===== config.mk =====
export PLATFORM = sky130hd
export DESIGN_NAME = adc_read_seq
export DESIGN_NICKNAME = d
export VERILOG_FILES = /design/src/rtl/adc_seq_pkg.sv /design/src/rtl/adc_sclk_gen.sv /design/src/rtl/adc_byte_shifter.sv /design/src/rtl/adc_droop_timer.sv /design/src/rtl/adc_read_seq.sv
export SDC_FILE = /design/constraint.sdc
export NUM_CORES = 1
export LEC_CHECK = 0
export ABC_AREA = 1
export ABC_CLOCK_PERIOD_IN_PS = 5100
export BUFFER_PORTS_ARGS = -buffer_cell sky130_fd_sc_hd__clkbuf_2
export CORE_ASPECT_RATIO = 0.5
export CORE_MARGIN = 2
export CORE_UTILIZATION = 24
export DETAILED_ROUTE_END_ITERATION = 6
export PLACE_DENSITY = 0.45
export SKIP_CTS_REPAIR_TIMING = 1
export SLEW_MARGIN = 10
export SYNTH_ARGS = -nofsm -noshare
export SYNTH_HDL_FRONTEND = slang
export SYNTH_SLANG_ARGS = --single-unit

===== constraint.sdc =====
create_clock -name clk -period 5.1 [get_ports clk]
set_input_delay 0 -clock clk [delete_from_list [all_inputs] [get_ports clk]]
set_output_delay 0 -clock clk [all_outputs]
set_load 0.005 [all_outputs]

===== src/rtl/adc_seq_pkg.sv =====
package adc_seq_pkg;

  typedef enum logic [1:0] {
    ST_IDLE = 2'd0,
    ST_XFER = 2'd1,
    ST_GAP  = 2'd2
  } seq_state_t;

  localparam int BYTE_W   = 8;
  localparam int FIELD_W  = 10;
  localparam int FIELD_LO = 5;
  localparam int NBYTES   = 3;

  function automatic logic [BYTE_W-1:0] make_cmd(input logic [2:0] ch,
                                                 input logic       uni,
                                                 input logic       se);
    return {1'b1, ch, uni, se, 2'b11};
  endfunction

endpackage


===== src/rtl/adc_sclk_gen.sv =====
module adc_sclk_gen #(
  parameter int HALF_W = 16
) (
  input  logic              clk,
  input  logic              rst_n,
  input  logic              run,
  input  logic [HALF_W-1:0] half_div,
  output logic              sclk,
  output logic              rise,
  output logic              fall
);
  logic [HALF_W-1:0] half_eff;
  logic [HALF_W-1:0] cnt_q, cnt_d;
  logic              sclk_d;
  logic              hit;

  assign half_eff = (half_div == '0) ? HALF_W'(1) : half_div;
  assign hit      = run && (cnt_q == half_eff - HALF_W'(1));
  assign rise     = hit && !sclk;
  assign fall     = hit && sclk;

  always_comb begin
    cnt_d  = cnt_q;
    sclk_d = sclk;
    if (!run) begin
      cnt_d  = '0;
      sclk_d = 1'b0;
    end else if (hit) begin
      cnt_d  = '0;
      sclk_d = !sclk;
    end else begin
      cnt_d  = cnt_q + HALF_W'(1);
    end
  end

  always_ff @(posedge clk or negedge rst_n) begin
    if (!rst_n) begin
      cnt_q <= '0;
      sclk  <= 1'b0;
    end else begin
      cnt_q <= cnt_d;
      sclk  <= sclk_d;
    end
  end

  // the divider count never reaches the half-period
  p_cnt_range_r7: assert property (@(posedge clk) disable iff (!rst_n)
    run |-> (cnt_q < half_eff));

endmodule


===== src/rtl/adc_byte_shifter.sv =====
module adc_byte_shifter #(
  parameter int BW = 8
) (
  input  logic          clk,
  input  logic          rst_n,
  input  logic          load,
  input  logic [BW-1:0] load_byte,
  input  logic          rise,
  input  logic          fall,
  input  logic          miso,
  input  logic          sclk,
  output logic          mosi,
  output logic [BW-1:0] rx_byte,
  output logic          byte_end
);
  localparam int CW = $clog2(BW);

  logic [BW-1:0] tx_q, tx_d, rx_d;
  logic [CW-1:0] bit_q, bit_d;

  assign byte_end = fall && (bit_q == CW'(BW-1));
  assign mosi     = tx_q[BW-1];

  always_comb begin
    tx_d  = tx_q;
    rx_d  = rx_byte;
    bit_d = bit_q;
    if (rise) rx_d = {rx_byte[BW-2:0], miso};
    if (load) begin
      tx_d  = load_byte;
      bit_d = '0;
    end else if (byte_end) begin
      bit_d = '0;
    end else if (fall) begin
      tx_d  = {tx_q[BW-2:0], 1'b0};
      bit_d = bit_q + CW'(1);
    end
  end

  always_ff @(posedge clk or negedge rst_n) begin
    if (!rst_n) begin
      tx_q    <= '0;
      rx_byte <= '0;
      bit_q   <= '0;
    end else begin
      tx_q    <= tx_d;
      rx_byte <= rx_d;
      bit_q   <= bit_d;
    end
  end

  // data out is held while the serial clock stays high
  p_mosi_hold_r3: assert property (@(posedge clk) disable iff (!rst_n)
    (sclk && $past(sclk)) |-> $stable(mosi));

endmodule


===== src/rtl/adc_droop_timer.sv =====
module adc_droop_timer #(
  parameter int TIMEOUT_CYC = 30000
) (
  input  logic clk,
  input  logic rst_n,
  input  logic clear,
  input  logic run,
  output logic over
);
  localparam int CW = $clog2(TIMEOUT_CYC + 1) + 1;

  logic [CW-1:0] cnt_q, cnt_d;
  logic          over_d;

  always_comb begin
    cnt_d  = cnt_q;
    over_d = over;
    if (clear) begin
      cnt_d  = '0;
      over_d = 1'b0;
    end else if (run && !over) begin
      if (cnt_q == CW'(TIMEOUT_CYC)) over_d = 1'b1;
      else                           cnt_d  = cnt_q + CW'(1);
    end
  end

  always_ff @(posedge clk or negedge rst_n) begin
    if (!rst_n) begin
      cnt_q <= '0;
      over  <= 1'b0;
    end else begin
      cnt_q <= cnt_d;
      over  <= over_d;
    end
  end

  // once raised, the overrun flag holds until the next start
  p_over_sticky_r9: assert property (@(posedge clk) disable iff (!rst_n)
    (over && !clear) |=> over);

endmodule


===== src/rtl/adc_read_seq.sv =====
module adc_read_seq #(
  parameter int HALF_W      = 16,
  parameter int DEAD_W      = 8,
  parameter int TIMEOUT_CYC = 30000
) (
  input  logic              clk,
  input  logic              rst_n,
  input  logic              start,
  input  logic [2:0]        chan,
  input  logic              unipolar,
  input  logic              single_ended,
  input  logic [HALF_W-1:0] half_div,
  input  logic [DEAD_W-1:0] dead,
  input  logic              miso,
  output logic              sclk,
  output logic              cs_n,
  output logic              mosi,
  output logic              busy,
  output logic              done,
  output logic [15:0]       sample,
  output logic              droop_err
);
  import adc_seq_pkg::*;

  seq_state_t        st_q, st_d;
  logic [1:0]        bidx_q, bidx_d;
  logic [DEAD_W-1:0] gap_q, gap_d;
  logic [BYTE_W-1:0] cmd_q, cmd_d;
  logic [BYTE_W-1:0] rb2_q, rb2_d;
  logic [HALF_W-1:0] half_q, half_d;
  logic [DEAD_W-1:0] dead_q, dead_d;
  logic              uni_q, uni_d;
  logic              done_d, err_d;
  logic [15:0]       sample_d;

  logic              accept, finish, load;
  logic [BYTE_W-1:0] load_byte;
  logic              run, rise, fall, byte_end, over;
  logic [BYTE_W-1:0] rx_byte;
  logic [15:0]       word;
  logic [FIELD_W-1:0] field;

  assign busy   = (st_q != ST_IDLE);
  assign cs_n   = !busy;
  assign run    = (st_q == ST_XFER);
  assign accept = (st_q == ST_IDLE) && start;
  assign word   = {rb2_q, rx_byte};
  assign field  = word[FIELD_LO +: FIELD_W];

  adc_sclk_gen #(.HALF_W(HALF_W)) u_clk (
    .clk(clk), .rst_n(rst_n), .run(run), .half_div(half_q),
    .sclk(sclk), .rise(rise), .fall(fall)
  );

  adc_byte_shifter #(.BW(BYTE_W)) u_shift (
    .clk(clk), .rst_n(rst_n), .load(load), .load_byte(load_byte),
    .rise(rise), .fall(fall), .miso(miso), .sclk(sclk),
    .mosi(mosi), .rx_byte(rx_byte), .byte_end(byte_end)
  );

  adc_droop_timer #(.TIMEOUT_CYC(TIMEOUT_CYC)) u_timer (
    .clk(clk), .rst_n(rst_n), .clear(accept), .run(busy), .over(over)
  );

  always_comb begin
    st_d      = st_q;
    bidx_d    = bidx_q;
    gap_d     = gap_q;
    cmd_d     = cmd_q;
    rb2_d     = rb2_q;
    half_d    = half_q;
    dead_d    = dead_q;
    uni_d     = uni_q;
    load      = 1'b0;
    load_byte = '0;
    finish    = 1'b0;
    case (st_q)
      ST_IDLE: begin
        if (start) begin
          cmd_d     = make_cmd(chan, unipolar, single_ended);
          half_d    = half_div;
          dead_d    = dead;
          uni_d     = unipolar;
          bidx_d    = '0;
          load      = 1'b1;
          load_byte = make_cmd(chan, unipolar, single_ended);
          st_d      = ST_XFER;
        end
      end
      ST_XFER: begin
        if (byte_end) begin
          if (bidx_q == 2'(NBYTES-1)) begin
            finish = 1'b1;
            st_d   = ST_IDLE;
          end else begin
            if (bidx_q == 2'd1) rb2_d = rx_byte;
            bidx_d = bidx_q + 2'd1;
            if (dead_q == '0) begin
              load = 1'b1;
            end else begin
              gap_d = dead_q - DEAD_W'(1);
              st_d  = ST_GAP;
            end
          end
        end
      end
      ST_GAP: begin
        if (gap_q == '0) begin
          load = 1'b1;
          st_d = ST_XFER;
        end else begin
          gap_d = gap_q - DEAD_W'(1);
        end
      end
      default: st_d = ST_IDLE;
    endcase
  end

  always_comb begin
    done_d   = finish;
    sample_d = sample;
    err_d    = droop_err;
    if (accept) err_d = 1'b0;
    if (finish) begin
      sample_d = uni_q ? {6'd0, field} : {{6{field[FIELD_W-1]}}, field};
      err_d    = over;
    end
  end

  always_ff @(posedge clk or negedge rst_n) begin
    if (!rst_n) begin
      st_q      <= ST_IDLE;
      bidx_q    <= '0;
      gap_q     <= '0;
      cmd_q     <= '0;
      rb2_q     <= '0;
      half_q    <= HALF_W'(1);
      dead_q    <= '0;
      uni_q     <= 1'b1;
      done      <= 1'b0;
      sample    <= '0;
      droop_err <= 1'b0;
    end else begin
      st_q      <= st_d;
      bidx_q    <= bidx_d;
      gap_q     <= gap_d;
      cmd_q     <= cmd_d;
      rb2_q     <= rb2_d;
      half_q    <= half_d;
      dead_q    <= dead_d;
      uni_q     <= uni_d;
      done      <= done_d;
      sample    <= sample_d;
      droop_err <= err_d;
    end
  end

  // the serial clock is low whenever chip select is released
  p_sclk_idle_r3: assert property (@(posedge clk) disable iff (!rst_n)
    cs_n |-> !sclk);
  // done lasts one cycle
  p_done_pulse_r11: assert property (@(posedge clk) disable iff (!rst_n)
    done |=> !done);
  // chip select is already high when done shows
  p_done_cs_r11: assert property (@(posedge clk) disable iff (!rst_n)
    done |-> cs_n);
  // the command latched at start holds through the transaction
  p_cmd_hold_r10: assert property (@(posedge clk) disable iff (!rst_n)
    (busy && $past(busy)) |-> $stable(cmd_q));
  // never more than three bytes
  p_byte_idx_r4: assert property (@(posedge clk) disable iff (!rst_n)
    busy |-> (bidx_q <= 2'd2));

endmodule


==> results of run 1 <==
-- power by group through the flow --
stage / clock network, mW / logic (mW) / registers (mW)
floorplan: 0 / 1.07 / 1.21
global placement: 0 / 1.38 / 1.27
detailed placement: 0 / 1.38 / 1.28
CTS: 0.751 / 1.38 / 1.26
global route: 0.786 / 1.61 / 1.28
finish: 0.724 / 1.39 / 1.25
-- worst min-delay path by stage --
stage | slack (ps) | start | to
after floorplan | -300 | rst_n | bidx_q[0]
final | 170 | start | bidx_q[0]
after detailed placement | 50 | rst_n | half_q[7]
after global routing | 190 | start | bidx_q[0]
after global placement | 40 | rst_n | half_q[7]
after CTS | -350 | rst_n | half_q[7]
-- worst register-to-register path, delay by kind of cell, from the launching register on --
family / cells / cell delay, ps
AND/OR/NAND/NOR: 19 / 2400
buffers and inverters: 2 / 310
flip-flops: 1 / 440
adder cells (fa/ha/maj): 1 / 250
-- cell families after synthesis --
| kind of cell | after synthesis | synth area share [%] |
|---|---|---|
| buffers and inverters | 110 | 7.480 |
| AND/OR/NAND/NOR | 464 | 34.67 |
| flip-flops | 110 | 45.63 |
| AO/OA/AOI/OAI | 67 | 6.196 |
| XOR/XNOR | 26 | 3.999 |
| multiplexers | 1 | 0.1658 |
| adder cells (fa/ha/maj) | 9 | 1.865 |
-- metal layers --
| layer | track usage (%) | vias to the layer above | wire length [um] |
|---|---|---|---|
| li1 | - | 2683 | - |
| met1 | 17.59 | 2425 | 8221 |
| met2 | 20.35 | 74 | 6988 |
| met3 | 2.441 | 8 | 511 |
| met4 | 2.876 | 0 | 104 |
| met5 | 0 | - | 0 |
-- area by class of cell --
| cell class | instances | area, um2 | area share [%] |
|---|---|---|---|
| Clock buffer | 9 | 225.2 | 3.110 |
| Clock inverter | 7 | 71.32 | 0.9850 |
| Inverter | 89 | 334.1 | 4.614 |
| Multi-Input combinational cell | 567 | 2836 | 39.17 |
| Sequential cell | 110 | 2755 | 38.05 |
| Tap cell | 336 | 420.4 | 5.806 |
| Timing Repair Buffer | 87 | 598.1 | 8.260 |
-- state kept, by name (all words and copies together), names as in the netlist --
name	cells
u_timer.cnt_q	16
dead_q	8
sample	11
half_q	16
bidx_q	2
rb2_q	7
u_timer.over	1
st_q	2
u_clk.sclk	1
done	1
u_shift.rx_byte	8
gap_q	8
droop_err	1
uni_q	1
u_shift.bit_q	3
u_shift.tx_q	8
u_clk.cnt_q	16
-- stage by stage --
stage	hold slack, ps	instance area, um2	instances	util (%)	total power, mW
after floorplan	-295.6	6038	787	-	2.279
after global placement	40.26	6634	1158	27.22	2.651
after detailed placement	53.10	6634	1158	27.22	2.650
after CTS	-345.2	6930	1174	28.43	3.392
after global routing	185.8	7241	1205	29.71	3.675
final	169.4	7241	1205	29.71	3.364
-- cell usage after synthesis (2+ instances only) --
cell / n
a21oi_1: 19
and2_1: 2
buf_2: 4
buf_4: 5
buf_6: 2
clkbuf_1: 10
dfrtp_1: 108
dfstp_2: 2
ha_1: 9
inv_1: 84
inv_2: 5
nand2_1: 244
nand2_2: 11
nand2_4: 2
nand3_1: 54
nand3_2: 2
nand3b_1: 4
nand4_1: 30
nor2_1: 72
nor2_2: 5
nor2_4: 6
nor3_1: 21
nor4_1: 4
o21ai_0: 28
o21ai_1: 8
o21ai_2: 5
o31ai_1: 2
xnor2_1: 10
xor2_1: 15
-- placed cells by master, fill, tap and decap left out, types with 2 or more instances in the layout --
cell	Yosys	final
xnor2_1	10	10
inv_6	0	3
nand3_1	54	54
clkbuf_16	0	9
nand2_2	11	11
dlygate4sd3_1	0	31
ha_1	9	9
dfstp_2	2	2
o31ai_1	2	2
nand3b_1	4	4
nor2_1	72	72
clkbuf_2	0	53
nand2_4	2	2
inv_1	84	84
clkinv_4	0	2
buf_4	5	3
dfrtp_1	108	108
nor4_1	4	4
xor2_1	15	15
nand4_1	30	30
nor2_4	6	7
o21ai_2	5	5
a21oi_1	19	19
nor2_2	5	4
nor3_1	21	21
o21ai_1	8	8
and2_1	2	2
nand2_1	244	244
o21ai_0	28	28
inv_2	5	5
nand3_2	2	2
==> flow_metrics.tcl, run 1 <==
set metrics [dict create \
    outcome "completed" \
    fp.dieW_um 228.3 \
    drtIter0Drc 299 \
    core-area_um2 24370 \
    power.internal_mw 1.890 \
    grt_setup_unrepaired "false" \
    netlist_instances 787 \
    via_count 5190 \
    largest_area_contributor_in_the_synthesized_netlist "dfrtp_1" \
    finish.net_count 906 \
    start_util_pct 24.77 \
    detailedPlacementHpwl_mm 11.76 \
    synth_top_area_share_pct 44.76 \
    antenna_cells_inserted 0 \
    dominantRegCellSynth "dfrtp_1" \
    critical_path_sink "sample[6]" \
    htree_num_levels 3 \
    path_clk_slew_ps 90 \
    setup_tns_ps 0 \
    io_buffer_count 54 \
    netSwitchingFraction_pct 43.81 \
    finalWirelength_mm 15.83 \
    grt_start_max_net_pins 69 \
    hold_depth 5 \
    grt_pass1_vias 5061 \
    crit_path_cell_trace "nor2_2 > nand2_2 > nor2_4 > nand2_2 > nand2_1 > inv_1 > ha_1 > nand2_2 > nor2_4 > nand2_1 > nand2_1 > nand2_1 > nand2_1 > nand2_1 > nand4_1 > nor2_1 > nand4_1 > nor2_4 > nand2_2 > inv_1 > nand2_1 > nand2_1" \
    grt_antenna_before_repair 0 \
    combPwrFrac_pct 41.2 \
    worst_ir_drop_vdd_uv 195.8 \
    startpoint_type "register" \
    synth_async_sr_flop_share_pct 100.0 \
    power_per_standard_cell_area_nw_per_um2 464.6 \
    maximum_clock_skew_at_final_layout_ps 13.34 \
    place_congestion 0.8394 \
    cp.arrival_ps 3760 \
    die-area_um2 26520 \
    cts_tree "yes" \
    hold_viol 0 \
    timing.hold.worst.class "in -> reg" \
    power.leakage_nw 3.498 \
    yosysWarnings 0 \
    synth_seq_area_share_pct 45.63 \
    floorplan.rows 40 \
    fillCellCount 2647 \
    worst_setup_path_startpoint "half_q[9]" \
    timing.final.setup_violations 0 \
    critPathMostFrequentCell "nand2_1" \
    max_stage_delay_ps 440 \
    timing.critical_path.fanout_max 16 \
    worstSkewPairLatency_ps 360 \
    cts_buffer_depth 2 \
    share_clk_of_total_power_pct 21.5 \
    share_seq_of_total_power_pct 37.2 \
    cp.buffers_inverters 2 \
    postSynthAreaPerCell_um2 7.673 \
    drv_cap 0 \
    wl_per_cell_um 13.13 \
    mappedNetlistNets 829 \
    synth.area.top_cells "dfrtp_1, nand2_1, inv_1" \
    post-route-period-util_pct 67.68 \
    io-pin-count 55 \
    final_antenna_net_count 0 \
    fin_crit_ps 3452 \
    stages_on_the_worst_setup_path 22 \
    drv_slew 0 \
    setup_ws_ps 1648 \
    route.detailed.drc 0 \
    chipHeight_um 116.2 \
    rr_endpoint "sample[6]" \
    cts.root.buffer_cell "clkbuf_16" \
    regToRegStartpoint "half_q[9]" \
    yosys_register_bits 110 \
    cp_data_required_time_ps 5410 \
    post_synth_num_cell_types 43 \
    grt-ovfl-total 0 \
    worst-r2r-cell-count 22 \
    cts_num_sinks 110 \
    rrSetupSlack_ps 1650 \
    max_clock_freq_mhz 289.7 \
    tightestPinTransition_ps 892.4 \
    ratio_of_cells_with_drive_above_1_in_the_final_layout_pct 13.12 \
    grt_first_pass_wirelength_mm 26.57 \
    gr-usage-all-layers_pct 12.59 \
    area_growth_pct 19.91 \
    critical_path.endpoint_type "register" \
    cpMaxStageDelayCell "dfrtp_1" \
    max_transition_margin_pct 40.51 \
    net-switching-power_mw 1.474 \
    synth_area_um2 6038 \
    critical_path_class "reg -> reg" \
    detail_route.first_pass.iterations 7 \
    preCtsSetupSlack_ps 1653 \
    critPathTopFamily "simple AND/OR/NAND/NOR gates" \
    tritoncts.num_buffers 9 \
    avgViaCountPerCell 4.307 \
    synth-edff-count 0 \
]
(Power assumes the default switching activity.)
==> run 2: changes to the inputs <==
--- a/config.mk
+++ b/config.mk
@@ -6,13 +6,13 @@
 export NUM_CORES = 1
 export LEC_CHECK = 0
 export ABC_AREA = 1
-export ABC_CLOCK_PERIOD_IN_PS = 5100
+export ABC_CLOCK_PERIOD_IN_PS = 2810
 export BUFFER_PORTS_ARGS = -buffer_cell sky130_fd_sc_hd__clkbuf_2
 export CORE_ASPECT_RATIO = 0.5
 export CORE_MARGIN = 2
 export CORE_UTILIZATION = 24
 export DETAILED_ROUTE_END_ITERATION = 6
-export PLACE_DENSITY = 0.45
+export PLACE_DENSITY = 0.46
 export SKIP_CTS_REPAIR_TIMING = 1
 export SLEW_MARGIN = 10
 export SYNTH_ARGS = -nofsm -noshare
==> constraint.sdc (replaced) <==
create_clock -name clk -period 2.81 [get_ports clk]
set_input_delay 0 -clock clk [delete_from_list [all_inputs] [get_ports clk]]
set_output_delay 0 -clock clk [all_outputs]
set_load 0.005 [all_outputs]
==> flow_metrics.tcl, run 2 (synthesis gave the netlist of run 1 again) <==
set metrics [dict create \
    outcome "finished, violations left" \
    violations "setup timing" \
    timing.final.setup_violations 16 \
    grt_first_pass_wirelength_mm 26.54 \
    route.detailed.drc 0 \
    grt_setup_unrepaired "true" \
    worst_ir_drop_vdd_uv 347.3 \
    detail_route.first_pass.iterations 7 \
    avgViaCountPerCell 4.287 \
    io-pin-count 55 \
    maximum_clock_skew_at_final_layout_ps 8.738 \
    htree_num_levels 3 \
    setup_tns_ps -291.7 \
    cpMaxStageDelayCell "dfstp_2" \
    startpoint_type "register" \
    crit_path_cell_trace "nor2_4 > nand2_1 > nor2_1 > nand2_2 > nand2_2 > inv_2 > ha_4 > nand2_4 > nor2_4 > nand2_2 > nor2_2 > nand3_2 > a21oi_2 > nand2_1 > nor2_1 > nand4_1 > nor2_4 > buf_4 > nand2_4 > or2_0 > a21oi_1" \
    fp.dieW_um 228.3 \
    regToRegStartpoint "half_q[0]" \
    hold_depth 5 \
    grt_antenna_before_repair 0 \
    cp_data_required_time_ps 3100 \
    max_clock_freq_mhz 349.4 \
    drtIter0Drc 228 \
    drv_slew 0 \
    whs_ps 156.2 \
    hold_viol 0 \
    via_count 5393 \
    drv_cap 0 \
    detailedPlacementHpwl_mm 12.01 \
    cp.buffers_inverters 2 \
    layout.cells.most_common "nand2_1" \
    finalWirelength_mm 16.35 \
    timing.hold.worst.class "in -> reg" \
    chipHeight_um 116.2 \
    io_buffer_count 54 \
    fin_total_pwr_mw 6.855 \
    final_antenna_net_count 0 \
    rr_endpoint "u_shift.bit_q[0]" \
    power.leakage_nw 3.828 \
    grt-ovfl-total 0 \
    cp.arrival_ps 3150 \
    rrSetupSlack_ps -50 \
    critPathTopFamily "simple AND/OR/NAND/NOR gates" \
    ratio_of_cells_with_drive_above_1_in_the_final_layout_pct 23.86 \
    wl_per_cell_um 13.00 \
    power_per_standard_cell_area_nw_per_um2 858.9 \
    place.detailed.instances 1201 \
    worstSkewPairLatency_ps 360 \
    setup_ws_ps -51.70 \
    critical_path.endpoint_type "register" \
    floorplan.rows 40 \
    timing.hold.worst.start "start" \
    most_frequent_cells_in_the_layout "nand2_1, dfrtp_1, inv_1, nor2_1, clkbuf_2" \
    start_util_pct 24.77 \
    hold_end "bidx_q[1]" \
    die-area_um2 26520 \
    grt_start_max_net_pins 51 \
    finish.net_count 959 \
    cts_buffer_depth 2 \
    timing.critical_path.fanout_max 8 \
    cts_num_sinks 110 \
    tritoncts.num_buffers 9 \
    gr-usage-all-layers_pct 12.67 \
    fin_crit_ps 2862 \
    core-area_um2 24370 \
    cts_tree "yes" \
    max_stage_delay_ps 570 \
    grt_pass1_vias 5123 \
    non_filler_instances 1258 \
    tightestPinTransition_ps 861.8 \
    post-route-period-util_pct 101.8 \
    cts.root.buffer_cell "clkbuf_16" \
    max_transition_margin_pct 42.55 \
    area_growth_pct 32.18 \
    antenna_cells_inserted 0 \
    place_congestion 0.8992 \
    critical_path_class "reg -> reg" \
    biggestRegsByFlops "half_q: 16 flops, u_clk.cnt_q: 16 flops, u_timer.cnt_q: 16 flops" \
    path_clk_slew_ps 70 \
    worst-r2r-cell-count 21 \
]
run 2: cell count changes in the layout (fill, tap and decap cells not counted), sizes merged:
| cell | delta |
|---|---|
| buf | +51 |
| bufinv | +1 |
| clkbuf | +2 |
| clkinv | +1 |
| clkinvlp | +1 |
| inv | -4 |
| nand2 | +1 |
run 2: worst max path at each step:
| stage | from | end | depth (start not counted) |
|---|---|---|---|
| 2_1_floorplan | half_q[9] | gap_q[7] | 25 |
| 3_3_place_gp | half_q[1] | u_shift.tx_q[4] | 22 |
| 3_5_place_dp | half_q[1] | u_shift.tx_q[4] | 22 |
| 4_1_cts | half_q[1] | u_shift.tx_q[4] | 22 |
| 5_1_grt | half_q[4] | u_shift.bit_q[0] | 23 |
| 6_report | half_q[0] | u_shift.bit_q[0] | 21 |
run 2: power by group:
group | switching (mW) | leakage [nW] | internal (mW)
clock | 0.621 | 0.143 | 0.699
sequential | 0.274 | 1.45 | 1.95
combinational | 2.01 | 2.23 | 1.31
total | 2.90 | 3.83 | 3.95
run 2: layout make-up:
| cell class | instances | area (um2) |
|---|---|---|
| fillers | 2626 | 16390 |
| multi-input cells | 568 | 3113 |
| flip-flops and latches | 110 | 2755 |
| repair buffers | 139 | 1050 |
| well taps | 336 | 420.4 |
| inverters | 89 | 341.6 |
| clock buffers | 10 | 229.0 |
| clock inverters | 6 | 72.57 |
run 2: worst min-delay path: cells and delay by family:
| family | cells | cell delay, ps |
|---|---|---|
| and+or+nand+nor | 3 | 360 |
| buffers and inverters | 2 | 140 |
run 2: per-stage QoR:
stage	setup WS, ps	cell area [um2]	util, %
global route	-323.0	7981	32.75
detailed placement	-242.7	6982	28.64
floorplan	57.87	6038	-
global placement	-259.5	6982	28.64
CTS	-291.6	7283	29.88
finish	-51.70	7981	32.75
run 2: routing by layer:
metal	share of wire (%)	up-vias	GRT usage, %
li1	-	2780	-
met1	50	2535	17.34
met2	46	66	20.59
met3	2.9	12	2.686
met4	1.1	0	3.312
met5	0	-	0
